`config.mk`:
```
export PLATFORM = sky130hd
export DESIGN_NAME = xbus_ctrl
export DESIGN_NICKNAME = d
export VERILOG_FILES = /design/src/rtl/xbus_pkg.sv /design/src/rtl/xbus_bank_dec.sv /design/src/rtl/xbus_seq.sv /design/src/rtl/xbus_rd_pack.sv /design/src/rtl/xbus_ctrl.sv
export SDC_FILE = /design/constraint.sdc
export NUM_CORES = 1
export LEC_CHECK = 0
export CAP_MARGIN = 15
export CORE_ASPECT_RATIO = 1.75
export CORE_MARGIN = 1.5
export CORE_UTILIZATION = 40
export CTS_CLUSTER_DIAMETER = 30
export DETAILED_ROUTE_END_ITERATION = 16
export GPL_TIMING_DRIVEN = 0
export PLACE_DENSITY = 0.72
export SLEW_MARGIN = 20
export SYNTH_ARGS = -nofsm -noshare
export SYNTH_HDL_FRONTEND = slang
export SYNTH_SLANG_ARGS = --single-unit
```
`constraint.sdc`:
```
create_clock -name clk -period 4.7 [get_ports clk]
set_input_delay 0.94 -clock clk [delete_from_list [all_inputs] [get_ports clk]]
set_output_delay 0.94 -clock clk [all_outputs]
set_load 0.05 [all_outputs]
```
`src/rtl/xbus_pkg.sv`:
```
// Shared types for the external device bus controller.
// Assumes a 32-bit data path split into at most four beats.
package xbus_pkg;

    localparam int XB_WAIT_W = 4;

    // Port width codes of a bank.
    localparam logic [1:0] PW_8  = 2'd0;
    localparam logic [1:0] PW_16 = 2'd1;

    typedef struct packed {
        logic [1:0]           pw;
        logic [XB_WAIT_W-1:0] waits;
        logic                 wp;
        logic                 ackm;
    } bank_cfg_t;

    typedef enum logic [1:0] {
        ST_IDLE  = 2'd0,
        ST_STRB  = 2'd1,
        ST_RECOV = 2'd2,
        ST_DONE  = 2'd3
    } xb_state_e;

    // Index of the final beat for a port width code.
    function automatic logic [1:0] last_beat(input logic [1:0] pw);
        case (pw)
            PW_8:    return 2'd3;
            PW_16:   return 2'd1;
            default: return 2'd0;
        endcase
    endfunction

endpackage

```
`src/rtl/xbus_bank_dec.sv`:
```
// Bank decoder: maps the bank field of a request to a one-hot select
// and that bank's configuration. Assumes NUM_BANKS <= 2**SEL_W; an
// index beyond the last bank reports no hit.
module xbus_bank_dec
    import xbus_pkg::*;
#(
    parameter int NUM_BANKS = 6,
    parameter int SEL_W     = 3,
    parameter logic [2*NUM_BANKS-1:0]         BANK_PW    = '0,
    parameter logic [XB_WAIT_W*NUM_BANKS-1:0] BANK_WAITS = '0,
    parameter logic [NUM_BANKS-1:0]           BANK_WP    = '0,
    parameter logic [NUM_BANKS-1:0]           BANK_ACK   = '0
) (
    input  logic [SEL_W-1:0]     sel_i,
    output bank_cfg_t            cfg_o,
    output logic                 hit_o,
    output logic [NUM_BANKS-1:0] onehot_o
);

    bank_cfg_t tbl [NUM_BANKS];

    // Per-bank configuration table and select decode.
    for (genvar g = 0; g < NUM_BANKS; g++) begin : g_bank
        assign tbl[g] = '{pw:    BANK_PW[2*g +: 2],
                          waits: BANK_WAITS[XB_WAIT_W*g +: XB_WAIT_W],
                          wp:    BANK_WP[g],
                          ackm:  BANK_ACK[g]};
        assign onehot_o[g] = (sel_i == SEL_W'(g));
    end

    // Pick the selected bank's configuration.
    always_comb begin
        hit_o = |onehot_o;
        cfg_o = '0;
        for (int i = 0; i < NUM_BANKS; i++) begin
            if (onehot_o[i]) cfg_o = tbl[i];
        end
    end

endmodule

```
`src/rtl/xbus_seq.sv`:
```
// Cycle sequencer: accepts a request, runs one strobe per beat with a
// minimum width from the wait count, ends each beat on the handshake
// input, inserts one recovery cycle, then one acknowledge cycle.
// Assumes the requester holds req_i until the acknowledge.
module xbus_seq
    import xbus_pkg::*;
#(
    parameter int WAIT_W = XB_WAIT_W
) (
    input  logic              clk,
    input  logic              rst_n,
    input  logic              req_i,
    input  logic              ok_i,
    input  logic [1:0]        last_i,
    input  logic [WAIT_W-1:0] waits_i,
    input  logic              ackm_i,
    input  logic              hs_n_i,
    output xb_state_e         st_o,
    output logic [1:0]        beat_o,
    output logic              beat_end_o
);

    xb_state_e         st;
    logic [WAIT_W-1:0] cnt;
    logic [1:0]        beat;
    logic              end_c;

    // Handshake level that closes a beat in the bank's mode.
    always_comb begin
        end_c      = ackm_i ? ~hs_n_i : hs_n_i;
        beat_end_o = (st == ST_STRB) && (cnt == '0) && end_c;
    end

    // State, wait counter and beat index.
    always_ff @(posedge clk) begin
        if (!rst_n) begin
            st   <= ST_IDLE;
            cnt  <= '0;
            beat <= '0;
        end else begin
            case (st)
                ST_IDLE: begin
                    if (req_i) begin
                        beat <= '0;
                        cnt  <= waits_i;
                        st   <= ok_i ? ST_STRB : ST_DONE;
                    end
                end
                ST_STRB: begin
                    if (cnt != '0)  cnt <= cnt - 1'b1;
                    else if (end_c) st  <= ST_RECOV;
                end
                ST_RECOV: begin
                    if (beat == last_i) begin
                        st <= ST_DONE;
                    end else begin
                        beat <= beat + 1'b1;
                        cnt  <= waits_i;
                        st   <= ST_STRB;
                    end
                end
                default: st <= ST_IDLE;
            endcase
        end
    end

    assign st_o   = st;
    assign beat_o = beat;

    // in wait mode a low handshake at the sampling point keeps the strobe.
    p_wait_extend_r6: assert property (@(posedge clk) disable iff (!rst_n)
        (st == ST_STRB && cnt == '0 && !ackm_i && !hs_n_i) |=> (st == ST_STRB));

    // in acknowledge mode a high handshake at the sampling point keeps the strobe.
    p_ack_wait_r7: assert property (@(posedge clk) disable iff (!rst_n)
        (st == ST_STRB && cnt == '0 && ackm_i && hs_n_i) |=> (st == ST_STRB));

endmodule

```
`src/rtl/xbus_rd_pack.sv`:
```
// Read assembler: places each read beat's low lanes into the result
// word at the beat's position, little-endian. Assumes a 32-bit word.
module xbus_rd_pack
    import xbus_pkg::*;
#(
    parameter int DATA_W = 32
) (
    input  logic              clk,
    input  logic              rst_n,
    input  logic              cap_i,
    input  logic [1:0]        pw_i,
    input  logic [1:0]        beat_i,
    input  logic [DATA_W-1:0] bus_i,
    output logic [DATA_W-1:0] word_o
);

    logic [DATA_W-1:0] word;

    // Merge the captured beat into the result word.
    always_ff @(posedge clk) begin
        if (!rst_n) begin
            word <= '0;
        end else if (cap_i) begin
            case (pw_i)
                PW_8:    word[8*beat_i +: 8]     <= bus_i[7:0];
                PW_16:   word[16*beat_i[0] +: 16] <= bus_i[15:0];
                default: word                    <= bus_i;
            endcase
        end
    end

    assign word_o = word;

    // a full-width beat lands in the word unchanged.
    p_full_beat_r4: assert property (@(posedge clk) disable iff (!rst_n)
        (cap_i && pw_i != PW_8 && pw_i != PW_16) |=> (word_o == $past(bus_i)));

endmodule

```
`src/rtl/xbus_ctrl.sv`:
```
// External device bus controller top. Decodes the bank of a request,
// runs one or more strobed beats on the external bus per the bank's
// width, wait count and handshake mode, blocks protected writes, and
// drives transceiver direction and output enables. Assumes word-aligned
// requests and a requester that holds req_i until ack_o.
module xbus_ctrl
    import xbus_pkg::*;
#(
    parameter int NUM_BANKS = 6,
    parameter int BANK_AW   = 26,
    parameter int DATA_W    = 32,
    parameter logic [2*NUM_BANKS-1:0]         BANK_PW    = 12'b01_00_10_10_01_00,
    parameter logic [XB_WAIT_W*NUM_BANKS-1:0] BANK_WAITS = 24'h2_1_2_0_1_3,
    parameter logic [NUM_BANKS-1:0]           BANK_WP    = 6'b001000,
    parameter logic [NUM_BANKS-1:0]           BANK_ACK   = 6'b110000
) (
    input  logic                            clk,
    input  logic                            rst_n,
    input  logic                            req_i,
    input  logic                            req_we_i,
    input  logic [BANK_AW+$clog2(NUM_BANKS)-3:0] req_waddr_i,
    input  logic [DATA_W-1:0]               req_wdata_i,
    input  logic [DATA_W/8-1:0]             req_be_i,
    output logic                            ack_o,
    output logic                            err_o,
    output logic [DATA_W-1:0]               rdata_o,
    input  logic                            sdram_rd_i,
    output logic [BANK_AW-1:0]              ext_addr_o,
    output logic [DATA_W-1:0]               ext_wdata_o,
    input  logic [DATA_W-1:0]               ext_rdata_i,
    output logic [DATA_W/8-1:0]             ext_be_n_o,
    output logic [NUM_BANKS-1:0]            ext_cs_n_o,
    output logic                            ext_rd_n_o,
    output logic                            ext_wr_n_o,
    input  logic                            ext_hs_n_i,
    output logic                            ext_dir_n_o,
    output logic [1:0]                      ext_oe_n_o
);

    localparam int SEL_W   = $clog2(NUM_BANKS);
    localparam int WADDR_W = BANK_AW + SEL_W - 2;
    localparam int BE_W    = DATA_W / 8;
    localparam int LEN_W   = XB_WAIT_W + 2;

    bank_cfg_t              cfg_live, cfg_q;
    logic                   hit_live, ok_live;
    logic [NUM_BANKS-1:0]   sel_live, sel_q;
    logic [BANK_AW-3:0]     waddr_q;
    logic                   we_q, err_q;
    logic [DATA_W-1:0]      wdata_q;
    logic [BE_W-1:0]        be_q;
    xb_state_e              st;
    logic [1:0]             beat;
    logic                   beat_end, strb;
    logic [XB_WAIT_W-1:0]   waits_use;

    xbus_bank_dec #(
        .NUM_BANKS (NUM_BANKS),
        .SEL_W     (SEL_W),
        .BANK_PW   (BANK_PW),
        .BANK_WAITS(BANK_WAITS),
        .BANK_WP   (BANK_WP),
        .BANK_ACK  (BANK_ACK)
    ) u_dec (
        .sel_i   (req_waddr_i[WADDR_W-1 -: SEL_W]),
        .cfg_o   (cfg_live),
        .hit_o   (hit_live),
        .onehot_o(sel_live)
    );

    // Accept only mapped banks, and writes only to unprotected ones.
    always_comb begin
        ok_live   = hit_live && !(req_we_i && cfg_live.wp);
        waits_use = (st == ST_IDLE) ? cfg_live.waits : cfg_q.waits;
        strb      = (st == ST_STRB);
    end

    // Capture the request and its bank configuration on acceptance.
    always_ff @(posedge clk) begin
        if (!rst_n) begin
            cfg_q   <= '0;
            sel_q   <= '0;
            waddr_q <= '0;
            we_q    <= 1'b0;
            err_q   <= 1'b0;
            wdata_q <= '0;
            be_q    <= '0;
        end else if (st == ST_IDLE && req_i) begin
            cfg_q   <= cfg_live;
            sel_q   <= sel_live;
            waddr_q <= req_waddr_i[BANK_AW-3:0];
            we_q    <= req_we_i;
            err_q   <= !ok_live;
            wdata_q <= req_wdata_i;
            be_q    <= req_be_i;
        end
    end

    xbus_seq #(
        .WAIT_W(XB_WAIT_W)
    ) u_seq (
        .clk       (clk),
        .rst_n     (rst_n),
        .req_i     (req_i),
        .ok_i      (ok_live),
        .last_i    (last_beat(cfg_q.pw)),
        .waits_i   (waits_use),
        .ackm_i    (cfg_q.ackm),
        .hs_n_i    (ext_hs_n_i),
        .st_o      (st),
        .beat_o    (beat),
        .beat_end_o(beat_end)
    );

    xbus_rd_pack #(
        .DATA_W(DATA_W)
    ) u_pack (
        .clk   (clk),
        .rst_n (rst_n),
        .cap_i (beat_end && !we_q),
        .pw_i  (cfg_q.pw),
        .beat_i(beat),
        .bus_i (ext_rdata_i),
        .word_o(rdata_o)
    );

    // Beat address, write lanes and byte enables by port width.
    always_comb begin
        case (cfg_q.pw)
            PW_8: begin
                ext_addr_o  = {waddr_q, beat};
                ext_wdata_o = {{(DATA_W-8){1'b0}}, wdata_q[8*beat +: 8]};
                ext_be_n_o  = {{(BE_W-1){1'b1}}, ~be_q[beat]};
            end
            PW_16: begin
                ext_addr_o  = {waddr_q, beat[0], 1'b0};
                ext_wdata_o = {{(DATA_W-16){1'b0}}, wdata_q[16*beat[0] +: 16]};
                ext_be_n_o  = {{(BE_W-2){1'b1}}, ~be_q[2*beat[0] +: 2]};
            end
            default: begin
                ext_addr_o  = {waddr_q, 2'b00};
                ext_wdata_o = wdata_q;
                ext_be_n_o  = ~be_q;
            end
        endcase
        if (!we_q) ext_be_n_o = '0;
    end

    // Strobes, selects, transceiver controls and completion.
    always_comb begin
        ext_cs_n_o    = strb ? ~sel_q : '1;
        ext_rd_n_o    = ~(strb && !we_q);
        ext_wr_n_o    = ~(strb && we_q);
        ext_dir_n_o   = ~((strb && !we_q) || sdram_rd_i);
        ext_oe_n_o[0] = ~(strb && !we_q);
        ext_oe_n_o[1] = ~sdram_rd_i;
        ack_o         = (st == ST_DONE);
        err_o         = (st == ST_DONE) && err_q;
    end

    // ---------------------------------------------------------------
    // Checks. Strobe length counter feeds the minimum-width check.
    logic             strb_port;
    logic [LEN_W-1:0] strb_len;

    assign strb_port = !ext_rd_n_o || !ext_wr_n_o;

    // Count consecutive strobe cycles, saturating.
    always_ff @(posedge clk) begin
        if (!rst_n)         strb_len <= '0;
        else if (strb_port) strb_len <= (strb_len == '1) ? strb_len : strb_len + 1'b1;
        else                strb_len <= '0;
    end

    // at most one bank select low at any time.
    p_one_select_r1: assert property (@(posedge clk) disable iff (!rst_n)
        $onehot0(~ext_cs_n_o));

    // a select is low only inside a strobe.
    p_select_in_strobe_r1: assert property (@(posedge clk) disable iff (!rst_n)
        (ext_cs_n_o != '1) |-> strb_port);

    // a strobe that ends lasted at least the wait count plus one.
    p_min_strobe_r5: assert property (@(posedge clk) disable iff (!rst_n)
        $fell(strb_port) |-> (strb_len >= ({2'b00, cfg_q.waits} + 1'b1)));

    // address stays put through a strobe.
    p_addr_stable_r8: assert property (@(posedge clk) disable iff (!rst_n)
        (strb_port && $past(strb_port)) |-> $stable(ext_addr_o));

    // writes keep the direction high, reads pull it low.
    p_dir_write_r9: assert property (@(posedge clk) disable iff (!rst_n)
        !ext_wr_n_o |-> ext_dir_n_o);
    p_dir_read_r9: assert property (@(posedge clk) disable iff (!rst_n)
        !ext_rd_n_o |-> !ext_dir_n_o);

    // the device-read enable is low only during a read strobe.
    p_oe_dev_r10: assert property (@(posedge clk) disable iff (!rst_n)
        !ext_oe_n_o[0] |-> !ext_rd_n_o);

    // no write strobe ever reaches a protected bank.
    p_no_prot_write_r11: assert property (@(posedge clk) disable iff (!rst_n)
        !ext_wr_n_o |-> !cfg_q.wp);

    // acknowledge is a single-cycle pulse, and error rides on it.
    p_ack_pulse_r13: assert property (@(posedge clk) disable iff (!rst_n)
        ack_o |=> !ack_o);
    p_err_with_ack_r13: assert property (@(posedge clk) disable iff (!rst_n)
        err_o |-> ack_o);

endmodule

```
==> metrics.txt, run 1 <==
# TYPE chip_impl_metric gauge
chip_impl_info{name="run_status",value="complete, no violations"} 1
chip_impl_info{name="tritoncts",value="yes"} 1
chip_impl_metric{name="antenna_found_initial",unit=""} 1
chip_impl_metric{name="vias_per_cell",unit=""} 5.57
chip_impl_metric{name="start_util",unit="%"} 40.9
chip_impl_metric{name="dp_hpwl",unit="µm"} 16000
chip_impl_info{name="critical_path.cell_chain",value="nor2b_1 -> clkbuf_1 -> clkbuf_1 -> a22o_1 -> a22oi_1 -> nand2_1 -> clkdlybuf4s50_1"} 1
chip_impl_info{name="rsz0062_at_grt",value="no"} 1
chip_impl_metric{name="maximum_number_of_pins_on_one_net_before_global_route_repair",unit=""} 17
chip_impl_metric{name="postSynthNetCount",unit=""} 862
chip_impl_metric{name="remaining_design_rule_violation_count",unit=""} 0
chip_impl_metric{name="final_net_count",unit=""} 1084
chip_impl_metric{name="yosys-mux-area-fraction",unit="%"} 5.15
chip_impl_metric{name="powerDensity",unit="mW/mm²"} 368
chip_impl_info{name="start_kind",value="flop"} 1
chip_impl_metric{name="grt_util_all_layers",unit="%"} 27.3
chip_impl_info{name="setup.worst_path.class",value="reg -> out"} 1
chip_impl_metric{name="setup.reg_to_reg.worst_slack",unit="ns"} 1.89
chip_impl_metric{name="synth_simple_gate_area_share",unit="%"} 21.8
chip_impl_metric{name="whs",unit="ns"} 0.450
chip_impl_metric{name="number_of_global_route_vias_before_repair",unit=""} 6423
chip_impl_metric{name="ir_worst_vdd",unit="µV"} 264
chip_impl_metric{name="yosysUniqueCellTypes",unit=""} 56
chip_impl_metric{name="layout_worst_path_cycle_share",unit="%"} 85.2
chip_impl_metric{name="floorplan.die_area",unit="mm²"} 0.0160
chip_impl_info{name="critical_path.most_common_cell",value="sky130_fd_sc_hd__clkbuf_1"} 1
chip_impl_metric{name="cts_num_sinks",unit=""} 113
chip_impl_info{name="mostFrequentLayoutCell",value="sky130_fd_sc_hd__clkdlybuf4s50_1"} 1
chip_impl_metric{name="cts_hold_buffers",unit=""} 0
chip_impl_metric{name="met3_wirelength",unit="µm"} 1630
chip_impl_info{name="synth_top_family_by_area",value="compound AO/OA/AOI/OAI gates"} 1
chip_impl_metric{name="syn_area",unit="mm²"} 0.00610
chip_impl_metric{name="fin_setup_tns",unit="ns"} 0
chip_impl_metric{name="synth_seq_area_share",unit="%"} 37.1
chip_impl_metric{name="arrival",unit="ns"} 3.07
chip_impl_metric{name="timing.final.max_slew_violations",unit=""} 0
chip_impl_metric{name="grt_first_pass_wirelength",unit="µm"} 33400
chip_impl_metric{name="timing.fmax",unit="GHz"} 0.250
chip_impl_metric{name="instances_no_fill",unit=""} 1172
chip_impl_metric{name="wl_met1",unit="µm"} 7730
chip_impl_metric{name="total_leakage_power",unit="µW"} 0.00334
chip_impl_metric{name="cts_post_setup_buffers_inserted",unit=""} 0
chip_impl_metric{name="numCtsBuffers",unit=""} 17
chip_impl_metric{name="cts.repair.resized",unit=""} 0
chip_impl_metric{name="synth.avg_cell_area",unit="µm²"} 8.10
chip_impl_info{name="synth_area_leaders",value="sky130_fd_sc_hd__dfxtp_1, sky130_fd_sc_hd__nand2_1, sky130_fd_sc_hd__a21boi_0"} 1
chip_impl_metric{name="finalWirelength",unit="µm"} 21600
chip_impl_metric{name="critical_path.max_stage_delay",unit="ns"} 0.82
chip_impl_metric{name="h_tree_depth",unit=""} 4
chip_impl_metric{name="met2RoutedLength",unit="µm"} 11300
chip_impl_metric{name="globalRoute.totalOverflow",unit=""} 0
chip_impl_info{name="top_layer",value="met4"} 1
chip_impl_metric{name="yosys_register_bits",unit=""} 113
chip_impl_info{name="most_used_cells_in_the_layout_excluding_fill_and_tap_cells",value="sky130_fd_sc_hd__clkdlybuf4s50_1, sky130_fd_sc_hd__nand2_1, sky130_fd_sc_hd__dfxtp_1"} 1
chip_impl_metric{name="synth_edf_count",unit=""} 0
chip_impl_metric{name="detail-route-antenna-nets",unit=""} 0
chip_impl_metric{name="setup-violations-final",unit=""} 0
chip_impl_metric{name="final_core_util",unit="%"} 60.3
chip_impl_metric{name="synth-async-reset-ratio",unit="%"} 0
chip_impl_metric{name="timing.max_cap.violations",unit=""} 0
chip_impl_metric{name="synth_compound_gate_area_share",unit="%"} 28.0
chip_impl_metric{name="floorplan.die.height",unit="µm"} 166
chip_impl_metric{name="layout_min_cycle_time",unit="ns"} 4.01
chip_impl_metric{name="finClkSkew",unit="ns"} 0.00933
chip_impl_metric{name="yosysTopAreaCellShare",unit="%"} 37.1
chip_impl_metric{name="detail_route.first_pass.iterations",unit=""} 7
chip_impl_metric{name="syn-instance-count",unit=""} 753
chip_impl_metric{name="routed-via-count",unit=""} 6523
chip_impl_metric{name="placement_rows",unit=""} 59
chip_impl_info{name="timing.critical_path.to_type",value="output port"} 1
chip_impl_metric{name="syn_to_final_growth",unit="%"} 47.3
chip_impl_metric{name="synthXorXnorAreaFrac",unit="%"} 0.431
chip_impl_metric{name="clk_transition_reported_paths",unit="ns"} 0.05
chip_impl_metric{name="gp_congestion",unit=""} 0.902
chip_impl_metric{name="final-hold-violation-count",unit=""} 0
chip_impl_metric{name="max_slew_margin",unit="%"} 43.7
chip_impl_metric{name="count_of_fill_cells_added_during_filler_insertion",unit=""} 1381
chip_impl_metric{name="number_of_top_level_design_ports",unit=""} 208
chip_impl_info{name="synth_area_leader_cell",value="sky130_fd_sc_hd__dfxtp_1"} 1
chip_impl_metric{name="worstSkewPairLatency",unit="ns"} 0.41
chip_impl_info{name="clk_root_buffer_cell",value="sky130_fd_sc_hd__clkbuf_16"} 1
chip_impl_info{name="ys.flop_type",value="sky130_fd_sc_hd__dfxtp_1"} 1
chip_impl_metric{name="worstPathMaxFanout",unit=""} 10
chip_impl_metric{name="die-width",unit="µm"} 96.4
chip_impl_metric{name="drt_iter0_markers",unit=""} 450
chip_impl_metric{name="cp.required",unit="ns"} 3.76
chip_impl_metric{name="core-area",unit="mm²"} 0.0149
chip_impl_metric{name="synth_adder_area_share",unit="%"} 1.64
chip_impl_info{name="min-delay-path-class",value="reg -> reg"} 1
chip_impl_metric{name="synth.yosys.warnings",unit=""} 0
chip_impl_info{name="critical_path.slowest_cell",value="sky130_fd_sc_hd__clkdlybuf4s50_1"} 1
chip_impl_metric{name="final_layout_size_suffix_gt1_share",unit="%"} 8.40
chip_impl_metric{name="wire_per_inst",unit="µm"} 18.5
chip_impl_metric{name="tightest_slew",unit="ns"} 0.843
chip_impl_metric{name="clockBufferDepth",unit=""} 2
chip_impl_metric{name="portBuffers",unit=""} 203
chip_impl_metric{name="p_total",unit="µW"} 3310
chip_impl_metric{name="place.detailed.instances",unit=""} 1139
-- path summary, 6_finish.rpt --
| check | from | depth (start not counted) | endpoint |
|---|---|---|---|
| max reg2reg | u_seq.beat_o[1] | 6 | u_pack.word_o[24] |
| min reg2reg | waddr_q[16] | 2 | waddr_q[16] |
| max | u_seq.beat_o[0] | 7 | ext_wdata_o[7] |
| min | waddr_q[16] | 2 | waddr_q[16] |
-- Yosys cell counts, types with 9 or more instances --
cell type	number
sky130_fd_sc_hd__a22o_1	30
sky130_fd_sc_hd__nor2_1	22
sky130_fd_sc_hd__nor2b_1	21
sky130_fd_sc_hd__a211o_1	9
sky130_fd_sc_hd__a21oi_1	20
sky130_fd_sc_hd__mux2i_1	10
sky130_fd_sc_hd__dfxtp_1	113
sky130_fd_sc_hd__o21ai_0	56
sky130_fd_sc_hd__nand3_1	18
sky130_fd_sc_hd__and2_1	19
sky130_fd_sc_hd__a21boi_0	64
sky130_fd_sc_hd__a31oi_1	25
sky130_fd_sc_hd__buf_2	33
sky130_fd_sc_hd__inv_1	11
sky130_fd_sc_hd__clkbuf_1	32
sky130_fd_sc_hd__nor3b_1	12
sky130_fd_sc_hd__mux4_2	9
sky130_fd_sc_hd__nand2_1	168
-- routing by layer --
| layer | vias to the layer above | track usage, % |
|---|---|---|
| li1 | 3106 | - |
| met5 | - | 0 |
| met3 | 59 | 7.65 |
| met1 | 3063 | 28.4 |
| met4 | 0 | 14.2 |
| met2 | 295 | 48.0 |
-- metrics by stage --
stage / setup WS, ns / area (µm²)
6_report: 0.694 / 8990
2_1_floorplan: 1.40 / 6100
3_5_place_dp: 1.14 / 8360
3_3_place_gp: 1.14 / 8360
5_1_grt: 0.539 / 8990
4_1_cts: 0.701 / 8990
-- state kept, by name (all words and copies together), names as in the netlist --
| register | flops |
|---|---|
| u_pack.word_o | 32 |
| wdata_q | 32 |
| waddr_q | 24 |
| sel_q | 6 |
| cfg_q | 5 |
| be_q | 4 |
| u_seq.cnt | 4 |
| u_seq.beat_o | 2 |
| u_seq.st_o | 2 |
| err_q | 1 |
| we_q | 1 |
-- cell families after synthesis --
family | Yosys count
flip-flops | 113
AND/OR/NAND/NOR | 282
buffers and inverters | 81
XOR/XNOR | 3
multiplexers | 20
AO/OA/AOI/OAI | 246
adder cells (fa/ha/maj) | 8
-- area by class of cell --
type | count | area (µm²) | area share [%]
clock inverters | 9 | 128 | 1.42
diodes | 1 | 2.50 | 0.0278
inverters | 11 | 41.3 | 0.459
repair buffers | 203 | 2030 | 22.6
plain buffers | 70 | 320 | 3.56
well taps | 183 | 229 | 2.55
flip-flops and latches | 113 | 2260 | 25.2
clock buffers | 23 | 498 | 5.54
multi-input cells | 559 | 3480 | 38.7
-- critical path, delay by kind of cell (launching register included) --
family | cells | cell delay [ns]
AOI/OAI and AO/OA | 2 | 0.28
buffers and inverters | 3 | 1.71
DFF | 1 | 0.37
and+or+nand+nor | 2 | 0.29
-- where the power goes --
group	internal, µW	switching (µW)	leakage (µW)
Clock	902	468	0.000301
Sequential	1030	63.7	0.000923
Combinational	333	507	0.00212
Total	2270	1040	0.00334
Note: power is estimated with default switching activity, not from simulation.
==> run 2, diff against run 1 <==
SLEW_MARGIN = unset   (was 20)
==> results of run 2 <==
No change in the layout: final DEF, timing and power equal those of run 1.
==> run 3, diff against run 2 <==
CAP_MARGIN = 20   (was 15)
==> results of run 3 <==
No change in the layout: final DEF, timing and power equal those of run 1.
